**src/rtl/ilv_flash_pkg.sv**
```systemverilog
package ilv_flash_pkg;
  typedef enum logic [1:0] {
    MODE_ARRAY   = 2'd0,
    MODE_AUTOSEL = 2'd1,
    MODE_STATUS  = 2'd2
  } mode_e;

  typedef enum logic [1:0] {
    SEQ_IDLE   = 2'd0,
    SEQ_GOT_AA = 2'd1,
    SEQ_GOT_55 = 2'd2
  } seq_e;

  localparam logic [7:0] CODE_UNLK_A   = 8'hAA;
  localparam logic [7:0] CODE_UNLK_B   = 8'h55;
  localparam logic [7:0] CODE_AUTOSEL  = 8'h90;
  localparam logic [7:0] CODE_STATUS   = 8'h70;
  localparam logic [7:0] STAT_INIT     = 8'h80;
  localparam logic [7:0] STAT_TOGGLE   = 8'h40;
endpackage

```
**src/rtl/ilv_lane_cmp.sv**
```systemverilog
module ilv_lane_cmp #(
  parameter int LANES  = 4,
  parameter int LANE_W = 16,
  localparam int BUS_W = LANES * LANE_W
) (
  input  logic [BUS_W-1:0]  wdata_i,
  output logic              uniform_o,
  output logic [LANE_W-1:0] lane0_o
);
  logic [LANES-1:0] eq;

  assign eq[0] = 1'b1;
  for (genvar gi = 1; gi < LANES; gi++) begin : g_lane
    assign eq[gi] = (wdata_i[gi*LANE_W +: LANE_W] == wdata_i[LANE_W-1:0]);
  end

  assign uniform_o = &eq;
  assign lane0_o   = wdata_i[LANE_W-1:0];
endmodule

```
**src/rtl/ilv_cmd_fsm.sv**
```systemverilog
module ilv_cmd_fsm
  import ilv_flash_pkg::*;
#(
  parameter int          WA_W    = 15,
  parameter int          LANE_W  = 16,
  parameter logic [15:0] UNLOCK0 = 16'h0555,
  parameter logic [15:0] UNLOCK1 = 16'h02AA
) (
  input  logic              clk_i,
  input  logic              rst_ni,
  input  logic              wr_i,
  input  logic              rd_i,
  input  logic              uniform_i,
  input  logic [LANE_W-1:0] lane_i,
  input  logic [WA_W-1:0]   waddr_i,
  output mode_e             mode_o,
  output logic [7:0]        stat_o
);
  localparam logic [WA_W-1:0] U0 = WA_W'(UNLOCK0);
  localparam logic [WA_W-1:0] U1 = WA_W'(UNLOCK1);

  mode_e      mode_q, mode_d;
  seq_e       seq_q, seq_d;
  logic [7:0] stat_q, stat_d;

  function automatic logic is_code(input logic [LANE_W-1:0] v, input logic [7:0] c);
    return v == LANE_W'(c);
  endfunction

  always_comb begin
    mode_d = mode_q;
    seq_d  = seq_q;
    stat_d = stat_q;
    if (wr_i) begin
      seq_d  = SEQ_IDLE;
      mode_d = MODE_ARRAY;  // default: sequence broken
      if (uniform_i) begin
        unique case (seq_q)
          SEQ_IDLE: begin
            if (is_code(lane_i, CODE_UNLK_A) && waddr_i == U0) begin
              seq_d  = SEQ_GOT_AA;
              mode_d = mode_q;
            end else if (is_code(lane_i, CODE_STATUS)) begin
              mode_d = MODE_STATUS;
              stat_d = STAT_INIT;
            end
          end
          SEQ_GOT_AA: begin
            if (is_code(lane_i, CODE_UNLK_B) && waddr_i == U1) begin
              seq_d  = SEQ_GOT_55;
              mode_d = mode_q;
            end
          end
          SEQ_GOT_55: begin
            if (is_code(lane_i, CODE_AUTOSEL) && waddr_i == U0) mode_d = MODE_AUTOSEL;
          end
          default: ;
        endcase
      end
    end else if (rd_i && mode_q == MODE_STATUS) begin
      stat_d = stat_q ^ STAT_TOGGLE;
    end
  end

  always_ff @(posedge clk_i or negedge rst_ni) begin
    if (!rst_ni) begin
      mode_q <= MODE_ARRAY;
      seq_q  <= SEQ_IDLE;
      stat_q <= STAT_INIT;
    end else begin
      mode_q <= mode_d;
      seq_q  <= seq_d;
      stat_q <= stat_d;
    end
  end

  assign mode_o = mode_q;
  assign stat_o = stat_q;

  // a lane-mismatched write always drops to array read
  assert_mismatch_breaks_R4: assert property (@(posedge clk_i) disable iff (!rst_ni)
    (wr_i && !uniform_i) |=> (mode_q == MODE_ARRAY && seq_q == SEQ_IDLE));

  // completing the sequence enters autoselect
  assert_autosel_entry_R3: assert property (@(posedge clk_i) disable iff (!rst_ni)
    (wr_i && uniform_i && seq_q == SEQ_GOT_55 && is_code(lane_i, CODE_AUTOSEL) && waddr_i == U0)
    |=> mode_q == MODE_AUTOSEL);

  // reset command returns to array read
  assert_reset_cmd_R10: assert property (@(posedge clk_i) disable iff (!rst_ni)
    (wr_i && uniform_i && is_code(lane_i, 8'hF0)) |=> (mode_q == MODE_ARRAY && seq_q == SEQ_IDLE));

  // status reads alternate bit 6
  assert_status_toggle_R9: assert property (@(posedge clk_i) disable iff (!rst_ni)
    (rd_i && !wr_i && mode_q == MODE_STATUS) |=> stat_q == ($past(stat_q) ^ STAT_TOGGLE));
endmodule

```
**src/rtl/ilv_rd_mux.sv**
```systemverilog
module ilv_rd_mux
  import ilv_flash_pkg::*;
#(
  parameter int          LANES  = 4,
  parameter int          LANE_W = 16,
  parameter logic [15:0] MFR_ID = 16'h0001,
  parameter logic [15:0] DEV_ID = 16'h227E,
  localparam int         BUS_W  = LANES * LANE_W
) (
  input  logic             clk_i,
  input  logic             rst_ni,
  input  mode_e            mode_i,
  input  logic [7:0]       off_i,
  input  logic [7:0]       stat_i,
  input  logic [BUS_W-1:0] mem_rdata_i,
  output logic [BUS_W-1:0] rdata_o
);
  logic [LANE_W-1:0] lane_val;
  logic              use_rep;
  logic [BUS_W-1:0]  rep;

  always_comb begin
    lane_val = '0;
    use_rep  = 1'b0;
    unique case (mode_i)
      MODE_AUTOSEL: begin
        if (off_i == 8'd0) begin
          lane_val = LANE_W'(MFR_ID);
          use_rep  = 1'b1;
        end else if (off_i == 8'd1) begin
          lane_val = LANE_W'(DEV_ID);
          use_rep  = 1'b1;
        end else if (off_i == 8'd2) begin
          use_rep  = 1'b1;  // no sector protected
        end
      end
      MODE_STATUS: begin
        lane_val = LANE_W'(stat_i);
        use_rep  = 1'b1;
      end
      default: ;
    endcase
  end

  for (genvar gi = 0; gi < LANES; gi++) begin : g_rep
    assign rep[gi*LANE_W +: LANE_W] = lane_val;
  end

  assign rdata_o = use_rep ? rep : mem_rdata_i;

  function automatic logic lanes_equal(input logic [BUS_W-1:0] v);
    for (int i = 1; i < LANES; i++)
      if (v[i*LANE_W +: LANE_W] != v[LANE_W-1:0]) return 1'b0;
    return 1'b1;
  endfunction

  // status results are identical in every lane
  assert_status_replicated_R7: assert property (@(posedge clk_i) disable iff (!rst_ni)
    (mode_i == MODE_STATUS) |-> lanes_equal(rdata_o));
endmodule

```
**src/rtl/ilv_flash_cmd.sv**
```systemverilog
module ilv_flash_cmd
  import ilv_flash_pkg::*;
#(
  parameter int          BUS_BYTES = 8,
  parameter int          ILV_CFG   = 4,
  parameter int          ADDR_W    = 16,
  parameter logic [15:0] UNLOCK0   = 16'h0555,
  parameter logic [15:0] UNLOCK1   = 16'h02AA,
  parameter logic [15:0] MFR_ID    = 16'h0001,
  parameter logic [15:0] DEV_ID    = 16'h227E,
  localparam int         BUS_W     = BUS_BYTES * 8
) (
  input  logic              clk_i,
  input  logic              rst_ni,
  input  logic              wr_i,
  input  logic              rd_i,
  input  logic [ADDR_W-1:0] addr_i,
  input  logic [BUS_W-1:0]  wdata_i,
  input  logic [BUS_W-1:0]  mem_rdata_i,
  output logic [BUS_W-1:0]  rdata_o
);
  localparam int LANES      = (ILV_CFG == 0) ? 1 : ILV_CFG;
  localparam int LANE_BYTES = BUS_BYTES / LANES;
  localparam int LANE_W     = LANE_BYTES * 8;
  localparam int SHIFT      = $clog2(LANE_BYTES);
  localparam int WA_W       = ADDR_W - SHIFT;

  logic [WA_W-1:0]   waddr;
  logic              uniform;
  logic [LANE_W-1:0] lane0;
  mode_e             mode;
  logic [7:0]        stat;
  logic              unused_addr;

  assign waddr       = addr_i[ADDR_W-1:SHIFT];
  assign unused_addr = ^addr_i;

  ilv_lane_cmp #(.LANES(LANES), .LANE_W(LANE_W)) u_cmp (
    .wdata_i   (wdata_i),
    .uniform_o (uniform),
    .lane0_o   (lane0)
  );

  ilv_cmd_fsm #(.WA_W(WA_W), .LANE_W(LANE_W), .UNLOCK0(UNLOCK0), .UNLOCK1(UNLOCK1)) u_fsm (
    .clk_i     (clk_i),
    .rst_ni    (rst_ni),
    .wr_i      (wr_i),
    .rd_i      (rd_i),
    .uniform_i (uniform),
    .lane_i    (lane0),
    .waddr_i   (waddr),
    .mode_o    (mode),
    .stat_o    (stat)
  );

  ilv_rd_mux #(.LANES(LANES), .LANE_W(LANE_W), .MFR_ID(MFR_ID), .DEV_ID(DEV_ID)) u_mux (
    .clk_i       (clk_i),
    .rst_ni      (rst_ni),
    .mode_i      (mode),
    .off_i       (waddr[7:0]),
    .stat_i      (stat),
    .mem_rdata_i (mem_rdata_i),
    .rdata_o     (rdata_o)
  );

  // array mode is a pure pass-through
  assert_array_passthru_R11: assert property (@(posedge clk_i) disable iff (!rst_ni)
    (mode == MODE_ARRAY) |-> rdata_o == mem_rdata_i);
endmodule

```
**config.mk**
```make
export PLATFORM = sky130hd
export DESIGN_NAME = ilv_flash_cmd
export DESIGN_NICKNAME = d
export VERILOG_FILES = /design/src/rtl/ilv_flash_pkg.sv /design/src/rtl/ilv_lane_cmp.sv /design/src/rtl/ilv_cmd_fsm.sv /design/src/rtl/ilv_rd_mux.sv /design/src/rtl/ilv_flash_cmd.sv
export SDC_FILE = /design/constraint.sdc
export NUM_CORES = 1
export LEC_CHECK = 0
export ABC_CLOCK_PERIOD_IN_PS = 1720
export CORE_AREA = 10 10 97 99
export CTS_BUF_LIST = sky130_fd_sc_hd__clkbuf_16
export DETAILED_ROUTE_END_ITERATION = 16
export DIE_AREA = 0 0 107 109
export MAX_ROUTING_LAYER = met4
export PLACE_DENSITY = 0.83
export SETUP_SLACK_MARGIN = 0.1
export SLEW_MARGIN = 5
export SYNTH_ARGS = -nofsm -noshare
export SYNTH_HDL_FRONTEND = slang
export SYNTH_HIERARCHICAL = 1
export SYNTH_SLANG_ARGS = --single-unit
```
**constraint.sdc**
```tcl
create_clock -name clk_i -period 1.72 [get_ports clk_i]
set_input_delay 0.258 -clock clk_i [delete_from_list [all_inputs] [get_ports clk_i]]
set_output_delay 0.258 -clock clk_i [all_outputs]
set_load 0.01 [all_outputs]
```
==> impl_results.md, run 1 <==
- Outcome: finished with violations
- Violated checks: negative setup slack
- Final nets: between 600 and 700
- Die area: approximately 12000 um2
- Clk_lat worst skew: between 200 and 250 ps
- Clk root buf: clkbuf_16
- Fill count: between 500 and 600
- Layout area overhead: 159%
- Fin crit share: 145%
- Grt ovf: 0
- Slew margin rel.: around half
- Num ports: 212
- Mapped cell area: approximately 1900 um2
- Clock sinks: 6
- Max rail drop VDD: 0.315 mV
- WS Path Type: in2out
- Synth top area cells: a2bb2oi_2 (13%), buf_4 (8.7%), xnor2_1 (8.3%)
- Max Clk Rate: 402 MHz
- Hold WS: about 270 ps
- Worst-margin pin slew: approximately 760 ps
- Layout cells sized above 1: between 50% and 60%
- Slew Limit Fails: 0
- Clock skew: roughly 1.6 ps
- Clock Path Buffers: 2
- Final core utilization: approximately two thirds
- Core ar.: around 7500 um2
- Total CTS buffers: 3
- Post-synthesis sequential area ratio: slightly below 8%
- Die Ht: between 100 and 150 um
- Number of synthesized flops with an enable pin: 0
- Req. time, crit path: ~1500 ps
- Worst R2R End: u_fsm/seq_q[0]
- Final worst path period need: approximately 2500 ps
- Post-synthesis cell count: 236
- Register-to-register setup slack: approximately 320 ps
- Worst R2R Start: u_fsm/seq_q[1]
- MaxCap Viol Count: 0
- RSZ-0062 raised after global routing: yes
- TritonCTS clock tree: yes
- Initial core utilization: between 20% and 30%
- Initial antenna violation count: 1
- Iteration-0 DRC Markers: around 110
- First-pass GRT wire length: ~17000 um
- Leak Pwr: ~2.3 nW
- Antenna-violating nets left: 0
- Avg Cell Area, Syn: between 8 and 9 um2
- Global Route Usage Sum: a little under a fifth
- DRT Pass-1 Iters: 6
- Worst Setup End Kind: output pin
- DR WL/cell: about 21 um
- GPL Wtd Cong: around 0.91
- Vias in the first global route: about 3100
- CP arrival: about 2200 ps
- Hold_buf cts: 0
- Clock slew at reported path FFs: around 40 ps
- Buffers added on ports: between 200 and 250
- Final setup fails: 70
- Element type at the critical path start: input port
- Final Hold Vio Count: 0
- Synth cell types: 54
- Worst R2R Path Depth: 4
- Commonest cells in the netlist: and2_1 (24), buf_4 (22), xnor2_1 (18)
- Routed WL: roughly 13000 um
- Largest net degree at the start of global routing: 13
- Post-synth top area share: 12.6%
- Area leader, netlist: a2bb2oi_2
- Synth warn: 6
- Vias: 2894
- Die width: between 100 and 150 um
- Via density: between 4 and 5
- Async SR Flop Fraction: 100%
- Most common cell in the netlist: and2_1
- Yosys reg bits: 6
- Pwr dens: between 200 and 300 nW/um2
- DP HPWL: ~9300 um
- Crit-path max FO: 7
- Placement Rows: 32
- Main flop type after synthesis: dfrtp_1
- Min setup slack post-route: -767 ps
- HP Class: in2async
- H-tree levels: 1
- Remaining DRCs: 0
[sequential cells by signal (all words and copies together), names as in the netlist]
register	count
u_fsm/mode_o	2
u_fsm/seq_q	2
u_fsm/stat_o	2
[cell type report]
| cell class | instances | area (um2) | share of cell area [%] |
|---|---|---|---|
| Timing Repair Buffer | 271 | 2610 | 52.8 |
| Multi-Input combinational cell | 197 | 1940 | 39.3 |
| Sequential cell | 6 | 151 | 3.07 |
| Tap cell | 102 | 128 | 2.58 |
| Clock buffer | 3 | 75.1 | 1.52 |
| Inverter | 8 | 30.0 | 0.608 |
| Clock inverter | 1 | 3.75 | 0.0760 |
| Antenna cell | 1 | 2.50 | 0.0507 |
[worst max-delay path by stage]
stage	start	to	cells after the start
global route	u_fsm/mode_o[1]	rdata_o[54]	10
CTS	u_fsm/mode_o[1]	rdata_o[6]	10
floorplan	wdata_i[33]	u_fsm/seq_q[1]	7
finish	addr_i[2]	rdata_o[6]	9
detailed placement	addr_i[5]	rdata_o[4]	6
global placement	addr_i[5]	rdata_o[4]	6
[routing by layer]
layer,track usage [%],share of wire [%],vias to the layer above
met4,3.97,1.7,0
met1,21.0,41,1348
met2,34.7,51,165
met3,4.31,6.5,16
met5,-,0,-
li1,-,-,1365
[critical path: stages]
cell and delay [ps]:
clkdlybuf4s50_1 440, or4_4 590, o21ai_4 180, buf_6 120
a21oi_4 50, buf_12 160, buf_12 140, a2bb2oi_2 130
buf_2 140
[cells in the final DEF, fill, tap and decap left out, types with 11 or more instances in the layout]
cell type,instances
dlygate4sd2_1,29
and2_4,24
clkdlybuf4s15_1,13
buf_2,33
nand2_1,13
xnor2_1,13
a2bb2oi_2,22
buf_6,40
clkbuf_2,11
a21o_1,12
clkdlybuf4s50_1,78
buf_4,45
[timing repair]
action,CTS,global route
gates cloned,7,1
endpoints found under the hold margin,0,0
pin swaps,82,55
setup buffers,13,4
setup endpoints to repair,70,70
gates resized for setup,421,97
[metrics by stage]
stage          setup TNS, ps  worst slack (ps)  area, um2  cells  power [mW]
3_3_place_gp          -68220             -1030       4360    559       0.946
5_1_grt               -51260              -852       4940    589        1.44
6_report              -44420              -767       4940    589        1.38
2_1_floorplan          -9250              -186       1990    241       0.393
4_1_cts               -44180              -777       4660    583        1.30
3_5_place_dp          -70370             -1120       4360    559       0.960
[kinds of logic (layout without fill, tap and decap cells)]
group                      after synthesis  after routing  share of synthesized area, %
AOI/OAI and AO/OA                       56             57                          28.4
DFF                                      6              6                          7.93
muxes                                    2              2                          1.18
other                                    1              7                         0.197
buffers and inverters                   39            283                          13.0
xor gates and xnor gates                20             20                          9.18
adders and majority gates                2              2                          1.31
and+or+nand+nor                        110            110                          38.8
[power by group]
group / switching, mW / internal, mW
logic: 0.315 / 0.531
clock network: 0.0882 / 0.302
registers: 0.0000000000000000000811 / 0.142
total: 0.403 / 0.975
Note: power is estimated with default switching activity, not from simulation.
==> run 2, diff against run 1 <==
--- a/config.mk
+++ b/config.mk
@@ -13,6 +13,7 @@
 export MAX_ROUTING_LAYER = met4
 export PLACE_DENSITY = 0.83
 export SETUP_SLACK_MARGIN = 0.1
+export SKIP_LAST_GASP = 1
 export SLEW_MARGIN = 5
 export SYNTH_ARGS = -nofsm -noshare
 export SYNTH_HDL_FRONTEND = slang
==> run 2 against run 1 <==
Compared with the run above:
- the run still ends with negative setup slack left
- global-route usage is 0.24 points lower
- non-clock buffer count is 1 lower
- cell area is 0.20% higher
- register-to-register slack hardly changed
- worst hold slack worse by 1.8 ps
- sequential power hardly changed
- largest power group unchanged
- highest routed layer unchanged
==> impl_results.md, run 2 (synthesis results as in run 1) <==
- Clock Path Buffers: 2
- H-tree levels: 1
- TritonCTS clock tree: yes
- Pwr Total: 1.38 mW
- Clk_lat worst skew: 230 ps
- Max rail drop VDD: approximately 0.32 mV
- Buffers added on ports: 210
- Worst-margin pin slew: 813 ps
- Initial core utilization: ~25%
- Violated checks: negative setup slack
- Sequential share of power: around a tenth
- CP max stage delay: 680 ps
- Commonest non-fill, non-tap cell in the layout: clkdlybuf4s50_1
- Total Neg Setup Slack: -45130 ps
- Req. time, crit path: roughly 1500 ps
- Buf/Inv on CP: 3
- Layout cells sized above 1: 51.3%
- DR WL/cell: 21.7 um
- Clock skew: about 1.9 ps
- Max Clk Rate: a little under 400 MHz
- Vias: 2956
- Sw power: a little over 400 uW
- GPL Wtd Cong: 0.906
- Fill count: approximately 590
- Most frequent cells in the layout: clkdlybuf4s50_1 (78), buf_6 (42), buf_4 (42)
- Fin crit share: 146%
- Outcome: finished with violations
- Min setup slack post-route: -795 ps
- Worst R2R Start: u_fsm/seq_q[1]
- DP HPWL: 9340 um
- Iteration-0 DRC Markers: 84
- Clock sinks: 6
- Register-to-register setup slack: 330 ps
- MaxCap Viol Count: 0
- Num ports: about 210
- Final Hold Vio Count: 0
- Clock share of power: approximately 28%
- Worst R2R End: u_fsm/seq_q[1]
- Worst Setup End Kind: output pin
- CP arrival: around 2300 ps
- Remaining DRCs: 0
- Core ar.: 7530 um2
- RSZ-0062 raised after global routing: yes
- Die width: 107 um
- Placement Rows: 32
- Largest net degree at the start of global routing: 13
- Stages on worst setup path: 8
- Slew Limit Fails: 0
- Int Power: 975 uW
- Die Ht: 109 um
- Initial antenna violation count: 1
- Layout area overhead: 159%
- HP Class: in2async
- First-pass GRT wire length: around 17000 um
- Worst path cell trace: inv_1, ha_2, nor4b_4, buf_4, a31oi_4, nor3_1, a21oi_1, buf_2
- Slew margin rel.: 45.4%
- Element type at the critical path start: flip-flop
- Clock slew at reported path FFs: 40 ps
- Crit-path max FO: 4
- Switching Fraction: between 20% and 30%
- Final worst path period need: approximately 2500 ps
- Clk root buf: clkbuf_16
- Routed WL: 12700 um
- Worst R2R Path Depth: 4
- Share of power burned in combinational logic: around 60%
- Grt ovf: 0
- Hold WS: approximately 270 ps
- Die area: between 10000 and 15000 um2
- Final setup fails: 70
- DRT Pass-1 Iters: 7
- Final nets: around 640
- Pwr dens: roughly 280 nW/um2
- Placed instance count: 559
- Leak Pwr: roughly 2.3 nW
- Via density: around 5
- Cell family with most CP delay: simple AND/OR/NAND/NOR gates
- Finished Layout Cells: 588
- WS Path Type: reg2out
- Slowest stage cell, crit path: nor3_1
- Global Route Usage Sum: 18.9%
- Antenna-violating nets left: 0
- Total CTS buffers: 3
- Vias in the first global route: a little over 3000
run 2: per-layer routing:
layer | track usage, % | part of all wire (%) | vias up
met2 | 34.5 | 51 | 190
met3 | 3.83 | 7.5 | 22
met1 | 21.1 | 40 | 1377
met4 | 3.09 | 1.6 | 0
li1 | - | - | 1367
met5 | - | 0 | -
run 2: per-stage QoR:
step	worst slack, ps	instance area, um2	utilization, %
3_3_place_gp	-1030	4360	57.9
3_5_place_dp	-1120	4360	57.9
6_report	-795	4950	65.7
5_1_grt	-870	4950	65.7
4_1_cts	-777	4600	61.1
2_1_floorplan	-186	1990	-
run 2: how the worst max path moves through the flow:
| stage | startpoint | endpoint | slack [ps] |
|---|---|---|---|
| finish | u_fsm/mode_o[1] | rdata_o[0] | -790 |
| global route | u_fsm/mode_o[1] | rdata_o[0] | -870 |
| CTS | u_fsm/mode_o[1] | rdata_o[6] | -780 |
| detailed placement | addr_i[5] | rdata_o[4] | -1120 |
| global placement | addr_i[5] | rdata_o[4] | -1030 |
| floorplan | wdata_i[33] | u_fsm/seq_q[1] | -190 |
run 2: area by class of cell:
class | instances | area [um2] | share of cell area, %
Antenna cell | 1 | 2.50 | 0.0506
Timing Repair Buffer | 270 | 2610 | 52.7
Multi-Input combinational cell | 197 | 1950 | 39.4
Tap cell | 102 | 128 | 2.58
Inverter | 8 | 30.0 | 0.607
Sequential cell | 6 | 151 | 3.06
Clock inverter | 1 | 3.75 | 0.0759
Clock buffer | 3 | 75.1 | 1.52
run 2: what timing repair did:
item,4_1_cts,5_1_grt
resized for setup,406,117
hold buffers,0,0
cloned,7,1
endpoints found under the setup margin,70,70
pin swaps,77,58
setup buffers,13,3
run 2: power by group through the flow:
stage	clock network, mW	registers, mW	logic [mW]
after floorplan	0	0.144	0.249
after global routing	0.400	0.142	0.894
after CTS	0.398	0.142	0.746
final	0.391	0.142	0.847
after detailed placement	0	0.144	0.816
after global placement	0	0.144	0.803
run 2: worst reg2reg max path, delay by kind of cell (launching register included):
family           cells  cell delay (ps)
muxes                1              200
and+or+nand+nor      3              720
DFF                  1              400
